$ cat config.mk
export PLATFORM = sky130hd
export DESIGN_NAME = inorder_cplbuf
export DESIGN_NICKNAME = d
export VERILOG_FILES = /design/src/rtl/cplbuf_pkg.sv /design/src/rtl/cplbuf_ptr.sv /design/src/rtl/cplbuf_store.sv /design/src/rtl/cplbuf_occ_fsm.sv /design/src/rtl/inorder_cplbuf.sv
export SDC_FILE = /design/constraint.sdc
export NUM_CORES = 1
export LEC_CHECK = 0
export BUFFER_PORTS_ARGS = -buffer_cell sky130_fd_sc_hd__buf_2
export CAP_MARGIN = 20
export CORE_MARGIN = 2
export CORE_UTILIZATION = 50
export DETAILED_ROUTE_END_ITERATION = 10
export PLACE_DENSITY = 0.68
export RECOVER_POWER = 25
export SLEW_MARGIN = 20
export SYNTH_ARGS = -nofsm -noshare
export SYNTH_HDL_FRONTEND = slang
export SYNTH_SLANG_ARGS = --single-unit
$ cat constraint.sdc
create_clock -name clk -period 2.8 [get_ports clk]
set_clock_uncertainty 0.1 [all_clocks]
set_input_delay 0.56 -clock clk [delete_from_list [all_inputs] [get_ports clk]]
set_output_delay 0.56 -clock clk [all_outputs]
set_load 0.03 [all_outputs]
$ cat src/rtl/cplbuf_pkg.sv
package cplbuf_pkg;

    // Occupancy of the token ring.
    typedef enum logic [1:0] {
        OCC_EMPTY   = 2'd0,
        OCC_PARTIAL = 2'd1,
        OCC_FULL    = 2'd2
    } occ_state_e;

    // Encoded request pair applied to the ring in one cycle.
    typedef enum logic [1:0] {
        OP_IDLE  = 2'b00,
        OP_READ  = 2'b01,
        OP_ISSUE = 2'b10,
        OP_BOTH  = 2'b11
    } ring_op_e;

endpackage

$ cat src/rtl/cplbuf_ptr.sv
module cplbuf_ptr #(
    parameter int DEPTH = 8,
    parameter int TOK_W = 3
) (
    input  logic             clk,
    input  logic             rst_n,
    input  logic             adv,
    output logic [TOK_W-1:0] idx
);

    localparam logic [TOK_W-1:0] LAST = TOK_W'(DEPTH - 1);

    logic [TOK_W-1:0] idx_q;
    logic [TOK_W-1:0] idx_nxt;

    always_comb begin
        idx_nxt = idx_q;
        if (adv) begin
            if (idx_q == LAST) begin
                idx_nxt = '0;
            end else begin
                idx_nxt = idx_q + 1'b1;
            end
        end
    end

    always_ff @(posedge clk) begin
        if (!rst_n) begin
            idx_q <= '0;
        end else begin
            idx_q <= idx_nxt;
        end
    end

    assign idx = idx_q;

endmodule

$ cat src/rtl/cplbuf_store.sv
module cplbuf_store #(
    parameter int DATA_W = 16,
    parameter int DEPTH  = 8,
    parameter int TOK_W  = 3
) (
    input  logic              clk,
    input  logic              rst_n,
    // slot being handed out: flag cleared
    input  logic              clr_en,
    input  logic [TOK_W-1:0]  clr_idx,
    // completion: data written, flag set
    input  logic              wr_en,
    input  logic [TOK_W-1:0]  wr_idx,
    input  logic [DATA_W-1:0] wr_data,
    // head slot view
    input  logic [TOK_W-1:0]  rd_idx,
    output logic              rd_vld,
    output logic [DATA_W-1:0] rd_data
);

    logic [DEPTH-1:0]  slot_vld;
    logic [DATA_W-1:0] slot_data [DEPTH];

    for (genvar s = 0; s < DEPTH; s++) begin : g_slot
        logic hit_clr;
        logic hit_wr;

        assign hit_clr = clr_en && (clr_idx == TOK_W'(s));
        assign hit_wr  = wr_en  && (wr_idx  == TOK_W'(s));

        always_ff @(posedge clk) begin
            if (!rst_n) begin
                slot_vld[s] <= 1'b0;
            end else if (hit_clr) begin
                slot_vld[s] <= 1'b0;
            end else if (hit_wr) begin
                slot_vld[s] <= 1'b1;
            end
        end

        always_ff @(posedge clk) begin
            if (hit_wr) begin
                slot_data[s] <= wr_data;
            end
        end
    end

    always_comb begin
        rd_vld  = slot_vld[rd_idx];
        rd_data = slot_data[rd_idx];
    end

endmodule

$ cat src/rtl/cplbuf_occ_fsm.sv
module cplbuf_occ_fsm
    import cplbuf_pkg::*;
#(
    parameter int DEPTH = 8,
    parameter int CNT_W = 4
) (
    input  logic             clk,
    input  logic             rst_n,
    input  logic             issue,
    input  logic             read,
    output logic             can_issue,
    output logic             not_empty,
    output logic [CNT_W-1:0] occ_cnt
);

    localparam logic [CNT_W-1:0] CNT_ONE     = CNT_W'(1);
    localparam logic [CNT_W-1:0] CNT_PREFULL = CNT_W'(DEPTH - 1);

    occ_state_e       state_q;
    occ_state_e       state_nxt;
    logic [CNT_W-1:0] cnt_q;
    logic [CNT_W-1:0] cnt_nxt;
    ring_op_e         op;

    assign op = ring_op_e'({issue, read});

    // count datapath
    always_comb begin
        unique case (op)
            OP_ISSUE: cnt_nxt = cnt_q + 1'b1;
            OP_READ:  cnt_nxt = cnt_q - 1'b1;
            default:  cnt_nxt = cnt_q;
        endcase
    end

    // transitions
    always_comb begin
        state_nxt = state_q;
        unique case (state_q)
            OCC_EMPTY: begin
                if (issue) begin
                    state_nxt = OCC_PARTIAL;            // FIRST_ISSUE
                end
            end
            OCC_PARTIAL: begin
                if (op == OP_ISSUE && cnt_q == CNT_PREFULL) begin
                    state_nxt = OCC_FULL;               // FILL
                end else if (op == OP_READ && cnt_q == CNT_ONE) begin
                    state_nxt = OCC_EMPTY;              // DRAIN
                end
            end
            OCC_FULL: begin
                if (read) begin
                    state_nxt = OCC_PARTIAL;            // RELEASE
                end
            end
            default: state_nxt = OCC_EMPTY;
        endcase
    end

    // state register
    always_ff @(posedge clk) begin
        if (!rst_n) begin
            state_q <= OCC_EMPTY;
            cnt_q   <= '0;
        end else begin
            state_q <= state_nxt;
            cnt_q   <= cnt_nxt;
        end
    end

    // outputs
    always_comb begin
        unique case (state_q)
            OCC_EMPTY: begin
                can_issue = 1'b1;
                not_empty = 1'b0;
            end
            OCC_PARTIAL: begin
                can_issue = 1'b1;
                not_empty = 1'b1;
            end
            OCC_FULL: begin
                can_issue = 1'b0;
                not_empty = 1'b1;
            end
            default: begin
                can_issue = 1'b0;
                not_empty = 1'b0;
            end
        endcase
    end

    assign occ_cnt = cnt_q;

endmodule

$ cat src/rtl/inorder_cplbuf.sv
module inorder_cplbuf #(
    parameter int DATA_W = 16,
    parameter int DEPTH  = 8,
    parameter int TOK_W  = (DEPTH > 1) ? $clog2(DEPTH) : 1
) (
    input  logic              clk,
    input  logic              rst_n,
    input  logic              tok_req,
    output logic              tok_gnt,
    output logic [TOK_W-1:0]  tok_id,
    input  logic              cpl_vld,
    input  logic [TOK_W-1:0]  cpl_tok,
    input  logic [DATA_W-1:0] cpl_data,
    output logic              res_rdy,
    output logic [DATA_W-1:0] res_data,
    input  logic              res_take
);

    localparam int CNT_W = $clog2(DEPTH + 1);

    logic             issue;
    logic             read;
    logic             can_issue;
    logic             not_empty;
    logic             head_vld;
    logic [TOK_W-1:0] in_idx;
    logic [TOK_W-1:0] head_idx;
    logic [CNT_W-1:0] occ_cnt;

    assign issue   = tok_req  && can_issue;
    assign read    = res_take && res_rdy;
    assign tok_gnt = can_issue;
    assign tok_id  = in_idx;
    assign res_rdy = not_empty && head_vld;

    cplbuf_ptr #(.DEPTH(DEPTH), .TOK_W(TOK_W)) u_in_ptr (
        .clk   (clk),
        .rst_n (rst_n),
        .adv   (issue),
        .idx   (in_idx)
    );

    cplbuf_ptr #(.DEPTH(DEPTH), .TOK_W(TOK_W)) u_head_ptr (
        .clk   (clk),
        .rst_n (rst_n),
        .adv   (read),
        .idx   (head_idx)
    );

    cplbuf_occ_fsm #(.DEPTH(DEPTH), .CNT_W(CNT_W)) u_occ (
        .clk       (clk),
        .rst_n     (rst_n),
        .issue     (issue),
        .read      (read),
        .can_issue (can_issue),
        .not_empty (not_empty),
        .occ_cnt   (occ_cnt)
    );

    cplbuf_store #(.DATA_W(DATA_W), .DEPTH(DEPTH), .TOK_W(TOK_W)) u_store (
        .clk     (clk),
        .rst_n   (rst_n),
        .clr_en  (issue),
        .clr_idx (in_idx),
        .wr_en   (cpl_vld),
        .wr_idx  (cpl_tok),
        .wr_data (cpl_data),
        .rd_idx  (head_idx),
        .rd_vld  (head_vld),
        .rd_data (res_data)
    );

endmodule

Yosys cells after proc, flatten, opt, wreduce, memory -nomap -nowiden. Memory sizes are Yosys's and may differ from the RTL's. A register that Yosys moved wholly into a read port is not among the register bits. Index checks and enable logic that the tools add are counted.

Add/sub/neg operators: 4. Order comparisons: 1. Equality and inequality tests: 24. Mux-type cells: 51. Bitwise operators: 1. Reduce and logical (&&, ||, !) cells: 43.

Operators by type and width (count): two-way mux 16 bit (7); OR reduction 16 bit (7); two-way mux 3 bit (11); == test 3 bit, second input constant (9); two-way mux 1 bit (26); logical AND 1 bit (21); OR reduction 2 bit (10); == test 3 x 2 -> 1 bit, second input constant (4); two-way mux 2 bit (4); one-hot mux 4 bit (2 select lines) (1); adder 3 x 1 -> 3 bit, second input constant (2); == test 3 x 1 -> 1 bit, second input constant (2); zero test 3 bit (2); one-hot mux 2 bit (3 select lines) (1); adder 4 x 1 -> 4 bit, second input constant (1); == test 2 x 1 -> 1 bit, second input constant (2); == test 2 bit, second input constant (2); == test 4 x 1 -> 1 bit, second input constant (1); == test 4 x 3 -> 1 bit, second input constant (1); < comparator 3 x 4 -> 1 bit, second input constant (1); subtractor 4 x 1 -> 4 bit, second input constant (1); binary-select mux 1 bit (select 3 bit) (1); != test 3 x 1 -> 1 bit, second input constant (1); AND reduction 3 bit (1); 5 further kinds (5).

Flip-flop bits (word level): 20. Memory bits (writable): 128. Input port bits: 24. Output and inout port bits: 21. Logic and storage cells: 137. Memories: 1.

Memories: u_store.slot_data (words 8, bits a word 16, rd ports 1, clocked after Yosys merged registers in 1, write ports 1, RTL line cplbuf_store.sv:22) `logic [DATA_W-1:0] slot_data [DEPTH];`.

Longest topological paths before layout. Gate-level depths: netlist of the first run.

Depth after elaboration: 12. Gate-level depth with buffers: 10.

By module. A second synthesis of the first run with hierarchy kept.

Cell total of the unflattened synthesis: 300. Area total of the unflattened synthesis: 6103.4 µm².

Modules (own cells, without submodules): cplbuf_store (times used 1, cells an instance 220, area each 5325.1 µm²); cplbuf_occ_fsm (times used 1, cells an instance 51, area each 464.2 µm²); cplbuf_ptr (times used 2, cells an instance 13, area each 147.6 µm²); inorder_cplbuf (times used 1, cells an instance 3, area each 18.8 µm²).

Worst setup path before layout of the first run. No wires, ideal clock.

Path kind: register -> register. Start: reg u_occ.state_q[0]. End: reg u_occ.cnt_q[3], in the netlist u_occ.occ_cnt[3]. Setup time: 0.128 ns. Arrival time: 2.387 ns. Data required time: 2.572 ns. Setup slack: 0.185 ns. Cell stages (with the launch flop): 11. Path buffers: 0. Cells stage by stage: dfxtp_1 > inv_1 > ha_1 > o221ai_2 > or2_2 > inv_1 > ha_1 > or4b_2 > a21oi_1 > xnor2_1 > nor2_1.

Longest elaborated chain between the ends: 7. Elaborated cells between the ends (all ways): 14. Classes of those cells: eq/ne (4); mux (3); reduce/logical (7).

RTL lines: start, declared (RTL line cplbuf_occ_fsm.sv:19) `occ_state_e state_q;`; start signal, assigned (RTL line cplbuf_occ_fsm.sv:67) `state_q <= state_nxt;`; == test 2 x 1 -> 1 bit or == test 2 bit (tied branches) (RTL line cplbuf_occ_fsm.sv:74) `unique case (state_q)`; OR reduction 2 bit (no line) *; two-way mux 1 bit * (RTL line cplbuf_occ_fsm.sv:74); logical AND 1 bit * (RTL line inorder_cplbuf.sv:34) `assign res_rdy = not_empty && head_vld;`; logical AND 1 bit * (RTL line inorder_cplbuf.sv:31) `assign read = res_take && res_rdy;`; via read (RTL line inorder_cplbuf.sv:22) `logic read;`; == test 2 x 1 -> 1 bit or == test 2 bit (tied branches) (RTL line cplbuf_occ_fsm.sv:29) `unique case (op)`; one-hot mux 4 bit (2 select lines) or nonzero test 2 bit (tied branches); end signal, assigned (RTL line cplbuf_occ_fsm.sv:68) `cnt_q <= cnt_nxt;`; end, declared (RTL line cplbuf_occ_fsm.sv:21) `logic [CNT_W-1:0] cnt_q;`.

Mark *: on every way through the listed nets, which the timed path passes. The rest lies on a longest branch. A chain may end at the register's enable or synchronous reset.

==> results of run 1 <==
## kinds of logic (layout without fill, tap and decap cells)
kind of cell	count (synthesis)	in the layout
flops	151	151
mux	54	54
simple gates	43	43
compound gates	38	38
buf+inv	22	106
fa+ha+maj	17	17
xor+xnor	3	3
## path summary, 6_finish.rpt
check                                                 startpoint                                 to  slack [ns]  cells past startpoint
worst max-delay path                                    register                        res_data[8]        0.11                      4
worst min-delay path                                 cpl_data[0]  u_store.slot_data[7][0]$_DFFE_PP_        0.33                      1
worst max register to register     u_occ.state_q[1]$_SDFFE_PN0P_      u_occ.occ_cnt[3]$_SDFFE_PN0P_        0.21                     10
worst min register to register  u_store.slot_vld[7]$_SDFFE_PP0P_   u_store.slot_vld[7]$_SDFFE_PP0P_        0.37                      1
## registers in the layout (all words and copies together) (netlist names), named ones only
signal and flops:
u_store.slot_vld 8, u_head_ptr.idx 3, u_store.slot_data 128, u_in_ptr.idx 3, u_occ.state_q 2, u_occ.occ_cnt 4
## synthesized netlist by cell type, drive strengths merged, types with 5 or more instances
| library cell | n | area share, % |
|---|---|---|
| dfxtp | 23 | 7.6 |
| buf | 5 | 0.37 |
| edfxtp | 128 | 63 |
| clkbuf | 5 | 0.31 |
| nand2b | 6 | 0.62 |
| a31oi | 5 | 0.51 |
| a21oi | 11 | 0.91 |
| o21ai | 11 | 0.91 |
| ha | 17 | 3.5 |
| inv | 11 | 0.68 |
| mux2 | 20 | 3.7 |
| mux4 | 32 | 12 |
| nor2 | 16 | 0.99 |
## cell usage in the layout, fill, tap and decap left out, types with 2 or more instances in the layout
master,n
sky130_fd_sc_hd__mux2_2,19
sky130_fd_sc_hd__clkbuf_16,17
sky130_fd_sc_hd__or2_2,3
sky130_fd_sc_hd__a21oi_1,11
sky130_fd_sc_hd__nand4b_1,2
sky130_fd_sc_hd__ha_1,17
sky130_fd_sc_hd__buf_2,34
sky130_fd_sc_hd__clkbuf_1,10
sky130_fd_sc_hd__clkbuf_8,2
sky130_fd_sc_hd__buf_12,2
sky130_fd_sc_hd__a31oi_1,5
sky130_fd_sc_hd__mux2i_1,2
sky130_fd_sc_hd__o21ai_0,10
sky130_fd_sc_hd__nor2_1,16
sky130_fd_sc_hd__dfxtp_1,22
sky130_fd_sc_hd__o221ai_2,2
sky130_fd_sc_hd__or4_1,2
sky130_fd_sc_hd__nand2_1,3
sky130_fd_sc_hd__clkinv_2,2
sky130_fd_sc_hd__edfxtp_1,128
sky130_fd_sc_hd__a211oi_1,3
sky130_fd_sc_hd__clkinvlp_4,3
sky130_fd_sc_hd__nand2b_1,6
sky130_fd_sc_hd__nor3_2,2
sky130_fd_sc_hd__o211ai_1,2
sky130_fd_sc_hd__or3_2,2
sky130_fd_sc_hd__mux4_2,32
sky130_fd_sc_hd__bufinv_16,8
sky130_fd_sc_hd__xor2_1,2
sky130_fd_sc_hd__buf_4,16
sky130_fd_sc_hd__inv_1,11
## power breakdown
| part | internal, mW | switching (mW) |
|---|---|---|
| clock network | 1.89 | 0.858 |
| registers | 2.52 | 0.0354 |
| logic | 0.104 | 0.171 |
## per-layer routing
metal  GRT usage (%)  wire, um
met4            7.40       189
met1            23.6      4800
met2            28.6      5460
met5               0         0
met3            5.45       642
## through the flow
stage	utilization (%)	total power, mW	instance area, um^2	instances	setup slack [ns]
finish	61.5	5.58	7320	559	0.112
global route	61.5	5.74	7320	559	0.0106
CTS	61.6	5.61	7330	559	0.0559
detailed placement	55.5	2.88	6610	527	0.211
global placement	55.5	2.86	6610	527	0.248
floorplan	-	2.76	6070	328	0.185
## area by class of cell
type / count / share of cell area [%]
Multi-Input combinational cell: 155 / 23.1
Sequential cell: 151 / 58.8
Timing Repair Buffer: 62 / 5.02
Inverter: 12 / 0.615
Clock buffer: 19 / 6.19
Tap cell: 147 / 2.51
Clock inverter: 13 / 3.73
==> results.sh, run 1 <==
export IMPL_post_route_antenna_net_violation_count=0
export IMPL_cts_tree="yes"
export IMPL_synthesis_instances=328
export IMPL_crit_path_end_kind="output pin"
export IMPL_largest_family_of_logic_cells_by_synthesized_area="multiplexers"
export IMPL_track_usage_pct=18.1
export IMPL_postSynth_asyncResetShare_pct=0
export IMPL_p_leak_nw=2.49
export IMPL_vias=3153
export IMPL_boundaryPins=45
export IMPL_route_final_wire_length_um=11100
export IMPL_count_of_final_setup_violators=0
export IMPL_portion_of_netlist_area_occupied_by_mux_cells_pct=15.9
export IMPL_relSlewSlack_pct=67.7
export IMPL_timing_max_cap_violations=0
export IMPL_timing_worst_slew_pin_value_ns=0.483
export IMPL_area_of_combinational_cells_with_multiple_inputs_mm2=0.00169
export IMPL_critical_path_arrival_ns=2.03
export IMPL_required_ns=2.14
export IMPL_synthToLayoutAreaGrowth_pct=20.5
export IMPL_path_max_fanout=32
export IMPL_fp_dieW_um=114
export IMPL_regArea_mm2=0.00431
export IMPL_synthesis_area_mm2=0.00607
export IMPL_synth_ff_type="sky130_fd_sc_hd__edfxtp_1"
export IMPL_worst_setup_hold_path_clk_slew_ns=0.06
export IMPL_floorplan_initialDensity_pct=51.0
export IMPL_fillerInstances=880
export IMPL_fmaxAchievable_mhz=372
export IMPL_detail_route_vias_per_cell=5.64
export IMPL_seq_area_frac_synth_pct=70.9
export IMPL_synth_simple_area_share_pct=3.91
export IMPL_fraction_of_final_layout_cells_with_drive_strength_greater_than_1_pct=35.4
export IMPL_nNetsFinal=440
export IMPL_clock_sinks=151
export IMPL_first_global_vias=3224
export IMPL_critPathLaunchType="register"
export IMPL_timing_hold_ws_ns=0.329
export IMPL_core_area_mm2=0.0119
export IMPL_synth_xor_area_share_pct=0.433
export IMPL_post_cts_resized=0
export IMPL_path_delay_family="multiplexers"
export IMPL_ys_seq_elements=151
export IMPL_criticalPathCategory="register to output pin"
export IMPL_gp_routability_congestion=0.798
export IMPL_gr_total_overflow=0
export IMPL_ir_worst_vdd_uv=421
export IMPL_synth_compound_area_share_pct=3.98
export IMPL_power_density_cell_area_mw_per_mm2=762
export IMPL_cts_root_buf="sky130_fd_sc_hd__clkbuf_16"
export IMPL_timing_critical_path_slowest_stage_cell="sky130_fd_sc_hd__mux4_2"
export IMPL_post_synth_edffs=128
export IMPL_synth_lib_cells_used_distinct=39
export IMPL_final_min_period_over_clock_period_pct=96.0
export IMPL_port_buffers=44
export IMPL_clkLatencyLatePin_ns=0.41
export IMPL_cts_hold_buf=0
export IMPL_crit_path_max_incr_delay_ns=0.54
export IMPL_hpwlAfterDp_um=6800
export IMPL_cts_setup_buffers=0
export IMPL_wire_length_of_the_first_global_routing_pass_um=17100
export IMPL_detailedRoute_firstIterationViolations=215
export IMPL_fp_row_count=40
export IMPL_yosys_warning_count=0
export IMPL_cp_cell_sequence="buf_12 > mux4_2 > mux2_2 > buf_2"
export IMPL_timing_critical_path_buf_inv=2
export IMPL_syn_nets=369
export IMPL_drv_slew=0
export IMPL_largest_buffer_count_on_any_clock_path=2
export IMPL_result_of_the_run="complete, no violations"
export IMPL_chipHeight_um=114
export IMPL_fp_dieArea_mm2=0.0130
export IMPL_final_setup_tns_ns=0
export IMPL_grt_start_max_net_pins=33
export IMPL_rsz0062_at_grt="no"
export IMPL_post_synth_fa_ha_maj_area_fraction_pct=3.50
export IMPL_clock_tree_htree_level_count=4
export IMPL_post_synth_cell_area_avg_um2=18.5
export IMPL_antenna_diode_count=0
export IMPL_drc=0
export IMPL_finalCriticalPeriod_ns=2.69
export IMPL_report_final_hold_viol_count=0
export IMPL_detail_route_first_pass_iterations=4
export IMPL_class_of_the_tightest_hold_or_removal_check="input pin to register"
export IMPL_detail_route_wl_per_cell_um=19.8
export IMPL_initial_antenna_violation_count=0
export IMPL_cts_made_buffers=17
Power figures use the tool's default switching activity.
==> run 2: changes to the inputs <==
- SETUP_SLACK_MARGIN: unset -> 0.2
==> run 2 against run 1 <==
Net effect: worst setup slack gained 0.029 ns; clock power shrank 23%; global-route usage grew 1.0 points; wire length grew 3.6%; count of clock-buffer cells in the layout grew 1; sequential cell count is the same; sequential power is essentially flat; combinational power grew 7%; cell area grew 1.5%; non-clock buffer count grew 7; register-to-register slack gained 0.12 ns; sequential share of layout area shrank 0.78 points; critical path type unchanged; highest routed layer unchanged.
==> results.sh, run 2 (synthesis results as in run 1) <==
export IMPL_result_of_the_run="complete, no violations"
export IMPL_synthToLayoutAreaGrowth_pct=22.3
export IMPL_detail_route_vias_per_cell=5.63
export IMPL_setup_ws_ns=0.141
export IMPL_grt_start_max_net_pins=33
export IMPL_gr_total_overflow=0
export IMPL_clkLatencyLatePin_ns=0.41
export IMPL_detailedRoute_firstIterationViolations=255
export IMPL_finalCriticalPeriod_ns=2.66
export IMPL_fillerInstances=855
export IMPL_detail_route_first_pass_iterations=4
export IMPL_cts_root_buf="sky130_fd_sc_hd__clkbuf_16"
export IMPL_wire_length_of_the_first_global_routing_pass_um=18000
export IMPL_class_of_the_tightest_hold_or_removal_check="input pin to register"
export IMPL_clock_sinks=151
export IMPL_criticalPathCategory="register to output pin"
export IMPL_largest_register_ffs=128
export IMPL_crit_path_end_kind="output pin"
export IMPL_placedInstanceArea_mm2=0.00662
export IMPL_path_max_fanout=8
export IMPL_final_cell_area_mm2=0.00743
export IMPL_boundaryPins=45
export IMPL_drc=0
export IMPL_final_min_period_over_clock_period_pct=94.9
export IMPL_port_buffers=44
export IMPL_required_ns=2.14
export IMPL_cts_tree="yes"
export IMPL_critPathLaunchType="register"
export IMPL_preCtsSetupSlack_ns=0.112
export IMPL_fraction_of_final_layout_cells_with_drive_strength_greater_than_1_pct=35.8
export IMPL_route_final_wire_length_um=11500
export IMPL_cts_hold_buf=0
export IMPL_rsz0062_at_grt="yes"
export IMPL_count_of_final_setup_violators=0
export IMPL_timing_max_cap_violations=0
export IMPL_post_route_antenna_net_violation_count=0
export IMPL_track_usage_pct=19.1
export IMPL_hpwlAfterDp_um=6760
export IMPL_fmaxAchievable_mhz=376
export IMPL_worst_setup_hold_path_clk_slew_ns=0.05
export IMPL_p_leak_nw=2.52
export IMPL_antenna_diode_count=0
export IMPL_critical_path_arrival_ns=2.00
export IMPL_initial_antenna_violation_count=0
export IMPL_cts_made_buffers=17
export IMPL_totalPowerFinal_mw=4.96
export IMPL_fp_dieArea_mm2=0.0130
export IMPL_report_final_hold_viol_count=0
export IMPL_first_global_vias=3351
export IMPL_chipHeight_um=114
export IMPL_vias=3188
export IMPL_relSlewSlack_pct=62.1
export IMPL_detail_route_wl_per_cell_um=20.3
export IMPL_largest_buffer_count_on_any_clock_path=2
export IMPL_floorplan_initialDensity_pct=51.0
export IMPL_drv_slew=0
export IMPL_clock_tree_htree_level_count=4
export IMPL_nNetsFinal=447
export IMPL_ir_worst_vdd_uv=401
export IMPL_final_setup_tns_ns=0
export IMPL_fp_dieW_um=114
export IMPL_power_density_cell_area_mw_per_mm2=668
export IMPL_most_common_cell_after_layout_fill_and_taps_aside="sky130_fd_sc_hd__edfxtp_1"
export IMPL_largest_register="u_store.slot_data"
export IMPL_timing_worst_slew_pin_value_ns=0.566
export IMPL_fp_row_count=40
export IMPL_gp_routability_congestion=0.772
export IMPL_core_area_mm2=0.0119
export IMPL_reg2reg_setup_slack_ns=0.33
export IMPL_layout_cells_most_common_list="sky130_fd_sc_hd__edfxtp_1, sky130_fd_sc_hd__mux4_2, sky130_fd_sc_hd__dfxtp_1, sky130_fd_sc_hd__buf_6"
[run 2: timing repair]
action                                  CTS  global route
pin swaps                                 0             1
gates cloned                              2             0
endpoints found under the setup margin   16            19
setup buffers                             4             2
endpoints found under the hold margin     0             0
resized for setup                        48             5
[run 2: report_power, final]
group / total [mW] / switching (mW) / internal (mW)
sequential: 2.56 / 0.0374 / 2.52
combinational: 0.293 / 0.174 / 0.120
clock: 2.11 / 0.819 / 1.29
[run 2: path summary, 6_finish.rpt]
check | start | end | cells past startpoint
min reg2reg | u_store.slot_vld[7]$_SDFFE_PP0P_ | u_store.slot_vld[7]$_SDFFE_PP0P_ | 1
min | cpl_data[4] | u_store.slot_data[3][4]$_DFFE_PP_ | 1
max reg2reg | u_occ.state_q[0]$_SDFFE_PN0P_ | u_occ.occ_cnt[3]$_SDFFE_PN0P_ | 10
max | register | res_data[0] | 5
[run 2: per-stage QoR]
stage                     hold WS (ns)  utilization, %  cells
after floorplan                  0.337               -    328
after global routing             0.338            62.4    566
after detailed placement         0.383            55.5    526
final                            0.329            62.4    566
after CTS                        0.297            62.2    564
after global placement           0.365            55.5    526
[run 2: cell type report]
type | instances | area (um^2) | area share [%]
Sequential cell | 151 | 4310 | 58.0
Multi-Input combinational cell | 155 | 1740 | 23.4
Timing Repair Buffer | 69 | 608 | 8.18
Clock buffer | 20 | 437 | 5.88
Tap cell | 147 | 184 | 2.48
Clock inverter | 12 | 110 | 1.48
Inverter | 12 | 45.0 | 0.606
[run 2: layer usage]
| layer | vias up | part of all wire, % | global-route usage, % |
|---|---|---|---|
| li1 | 1479 | - | - |
| met1 | 1638 | 42 | 23.7 |
| met2 | 62 | 53 | 32.5 |
| met3 | 9 | 4.2 | 5.72 |
| met4 | 0 | 0.88 | 6.10 |
| met5 | - | 0 | 0 |
[run 2: critical path, cell delays in order (launching register included)]
cell and delay, ns:
sky130_fd_sc_hd__dfxtp_4 0.39, sky130_fd_sc_hd__buf_6 0.11, sky130_fd_sc_hd__buf_12 0.13, sky130_fd_sc_hd__mux4_2 0.52, sky130_fd_sc_hd__mux2_4 0.30, sky130_fd_sc_hd__buf_6 0.14
==> run 3: changes to the inputs <==
- CELL_PAD_IN_SITES_DETAIL_PLACEMENT: unset -> 1
- CELL_PAD_IN_SITES_GLOBAL_PLACEMENT: unset -> 1
- PLACE_DENSITY: 0.68 -> 0.77
==> run 3 against run 2 <==
Net effect: via count rose by 2.1%; register-to-register slack got worse by 0.02 ns; hold slack improved by 0.00068 ns; critical endpoint is now res_data[5]; largest power group unchanged; highest routed layer unchanged.
==> results.sh, run 3 (synthesis results as in run 1) <==
export IMPL_drc=0
export IMPL_timing_max_cap_violations=0
export IMPL_critical_path_arrival_ns=2.05
export IMPL_finalCriticalPeriod_ns=2.71
export IMPL_largest_register_ffs=128
export IMPL_drv_slew=0
export IMPL_initial_antenna_violation_count=0
export IMPL_relSlewSlack_pct=66.3
export IMPL_chipHeight_um=114
export IMPL_reg2reg_setup_slack_ns=0.31
export IMPL_required_ns=2.14
export IMPL_class_of_the_tightest_hold_or_removal_check="input pin to register"
export IMPL_report_final_hold_viol_count=0
export IMPL_power_density_cell_area_mw_per_mm2=671
export IMPL_post_route_antenna_net_violation_count=0
export IMPL_clock_sinks=151
export IMPL_fmaxAchievable_mhz=369
export IMPL_count_of_final_setup_violators=0
export IMPL_fraction_of_final_layout_cells_with_drive_strength_greater_than_1_pct=35.7
export IMPL_crit_path_end_kind="output pin"
export IMPL_cp_cell_sequence="buf_12 > buf_16 > mux4_2 > mux2_4 > buf_6"
export IMPL_crit_path_max_incr_delay_ns=0.51
export IMPL_core_area_mm2=0.0119
export IMPL_layout_cells_most_common_list="sky130_fd_sc_hd__edfxtp_1, sky130_fd_sc_hd__mux4_2, sky130_fd_sc_hd__dfxtp_1, sky130_fd_sc_hd__clkbuf_16"
export IMPL_criticalPathCategory="register to output pin"
export IMPL_result_of_the_run="complete, no violations"
export IMPL_final_min_period_over_clock_period_pct=96.7
export IMPL_worstHoldEndpoint="u_store.slot_data[0][8]$_DFFE_PP_"
export IMPL_gp_routability_congestion=0.814
export IMPL_r2r_worst_path_cells=7
export IMPL_hpwlAfterDp_um=7420
export IMPL_worstHoldPathCells=1
export IMPL_grt_start_max_net_pins=33
export IMPL_clkLatencyLatePin_ns=0.42
export IMPL_cts_made_buffers=17
export IMPL_ir_worst_vdd_uv=429
export IMPL_boundaryPins=45
export IMPL_port_buffers=44
export IMPL_critPathLaunchType="register"
export IMPL_timing_critical_path_slowest_stage_cell="sky130_fd_sc_hd__mux4_2"
export IMPL_wire_length_of_the_first_global_routing_pass_um=20400
export IMPL_rr_endpoint="u_occ.state_q[1]$_SDFFE_PN0P_"
export IMPL_rsz0062_at_grt="yes"
export IMPL_vias=3256
export IMPL_gr_total_overflow=0
export IMPL_floorplan_initialDensity_pct=51.0
export IMPL_track_usage_pct=22.3
export IMPL_largest_buffer_count_on_any_clock_path=2
export IMPL_final_setup_tns_ns=0
export IMPL_timing_hold_worst_start="cpl_data[8]"
export IMPL_most_common_cell_after_layout_fill_and_taps_aside="sky130_fd_sc_hd__edfxtp_1"
export IMPL_antenna_diode_count=0
export IMPL_timing_worst_slew_pin_value_ns=0.504
export IMPL_fp_row_count=40
export IMPL_path_max_fanout=8
export IMPL_clock_tree_htree_level_count=4
export IMPL_detail_route_vias_per_cell=5.82
export IMPL_route_final_wire_length_um=13200
export IMPL_p_leak_nw=2.51
export IMPL_detail_route_wl_per_cell_um=23.6
export IMPL_first_global_vias=3600
export IMPL_timing_hold_ws_ns=0.330
export IMPL_cts_hold_buf=0
export IMPL_worst_setup_hold_path_clk_slew_ns=0.06
export IMPL_detail_route_first_pass_iterations=4
export IMPL_path_delay_family="multiplexers"
export IMPL_synthToLayoutAreaGrowth_pct=22.4
export IMPL_fp_dieW_um=114
export IMPL_cts_tree="yes"
export IMPL_cts_root_buf="sky130_fd_sc_hd__clkbuf_16"
export IMPL_fp_dieArea_mm2=0.0130
export IMPL_nNetsFinal=440
export IMPL_detailedRoute_firstIterationViolations=235
export IMPL_fillerInstances=1054
export IMPL_r2r_start="u_head_ptr.idx[0]$_SDFFE_PN0P_"
export IMPL_largest_register="u_store.slot_data"
export IMPL_timing_critical_path_buf_inv=3
==> run 3: cell types whose count changed in the layout (fill, tap and decap cells not counted), sizes merged <==
cell and delta:
clkbuf +1, buf -8
==> run 3: metal layers <==
metal / vias to the layer above / share of wire [%] / global-route usage [%] / wire (um)
li1: 1463 / - / - / -
met1: 1681 / 40 / 26.6 / 5300
met2: 86 / 53 / 37.9 / 7000
met3: 26 / 4.5 / 5.66 / 598
met4: 0 / 2.3 / 11.0 / 306
met5: - / 0 / 0 / 0
==> run 3: what timing repair did <==
action	in CTS	in global routing
resized for setup	49	14
setup buffers	2	0
setup endpoints to repair	18	19
cloned	3	0
endpoints found under the hold margin	0	0
pin swaps	0	1
==> run 3: layout make-up <==
cell class / count / area, um^2 / area share (%)
multi-input combinational: 155 / 1790 / 24.1
inverter: 12 / 48.8 / 0.656
clock inverter: 12 / 110 / 1.48
tap: 147 / 184 / 2.47
clock buffer: 20 / 437 / 5.87
timing repair buffer: 62 / 551 / 7.40
sequential: 151 / 4320 / 58.0
==> run 3: per-stage QoR <==
step	util, %	worst slack [ns]	total power, mW	std cells	instance area, um^2
final	62.4	0.0922	4.99	559	7440
after global routing	62.4	0.0342	5.14	559	7440
after CTS	62.1	0.0951	5.01	559	7400
after detailed placement	55.3	0.0854	2.88	522	6580
after global placement	55.3	0.165	2.86	522	6580
after floorplan	-	0.201	2.76	328	6080
==> run 3: how the worst max path moves through the flow <==
stage / startpoint / end / cells past startpoint
after global routing: register / res_data[5] / 5
after floorplan: u_occ.state_q[0]$_SDFFE_PN0P_ / u_occ.occ_cnt[3]$_SDFFE_PN0P_ / 10
after global placement: u_occ.state_q[0]$_SDFFE_PN0P_ / u_occ.occ_cnt[3]$_SDFFE_PN0P_ / 10
after CTS: register / res_data[0] / 5
final: register / res_data[5] / 5
after detailed placement: u_occ.state_q[0]$_SDFFE_PN0P_ / u_occ.occ_cnt[3]$_SDFFE_PN0P_ / 10
==> run 3: report_power, final <==
group / switching (mW) / total [mW] / internal, mW
Clock: 0.836 / 2.13 / 1.29
Sequential: 0.0396 / 2.56 / 2.52
Combinational: 0.183 / 0.303 / 0.121
Total: 1.06 / 4.99 / 3.93
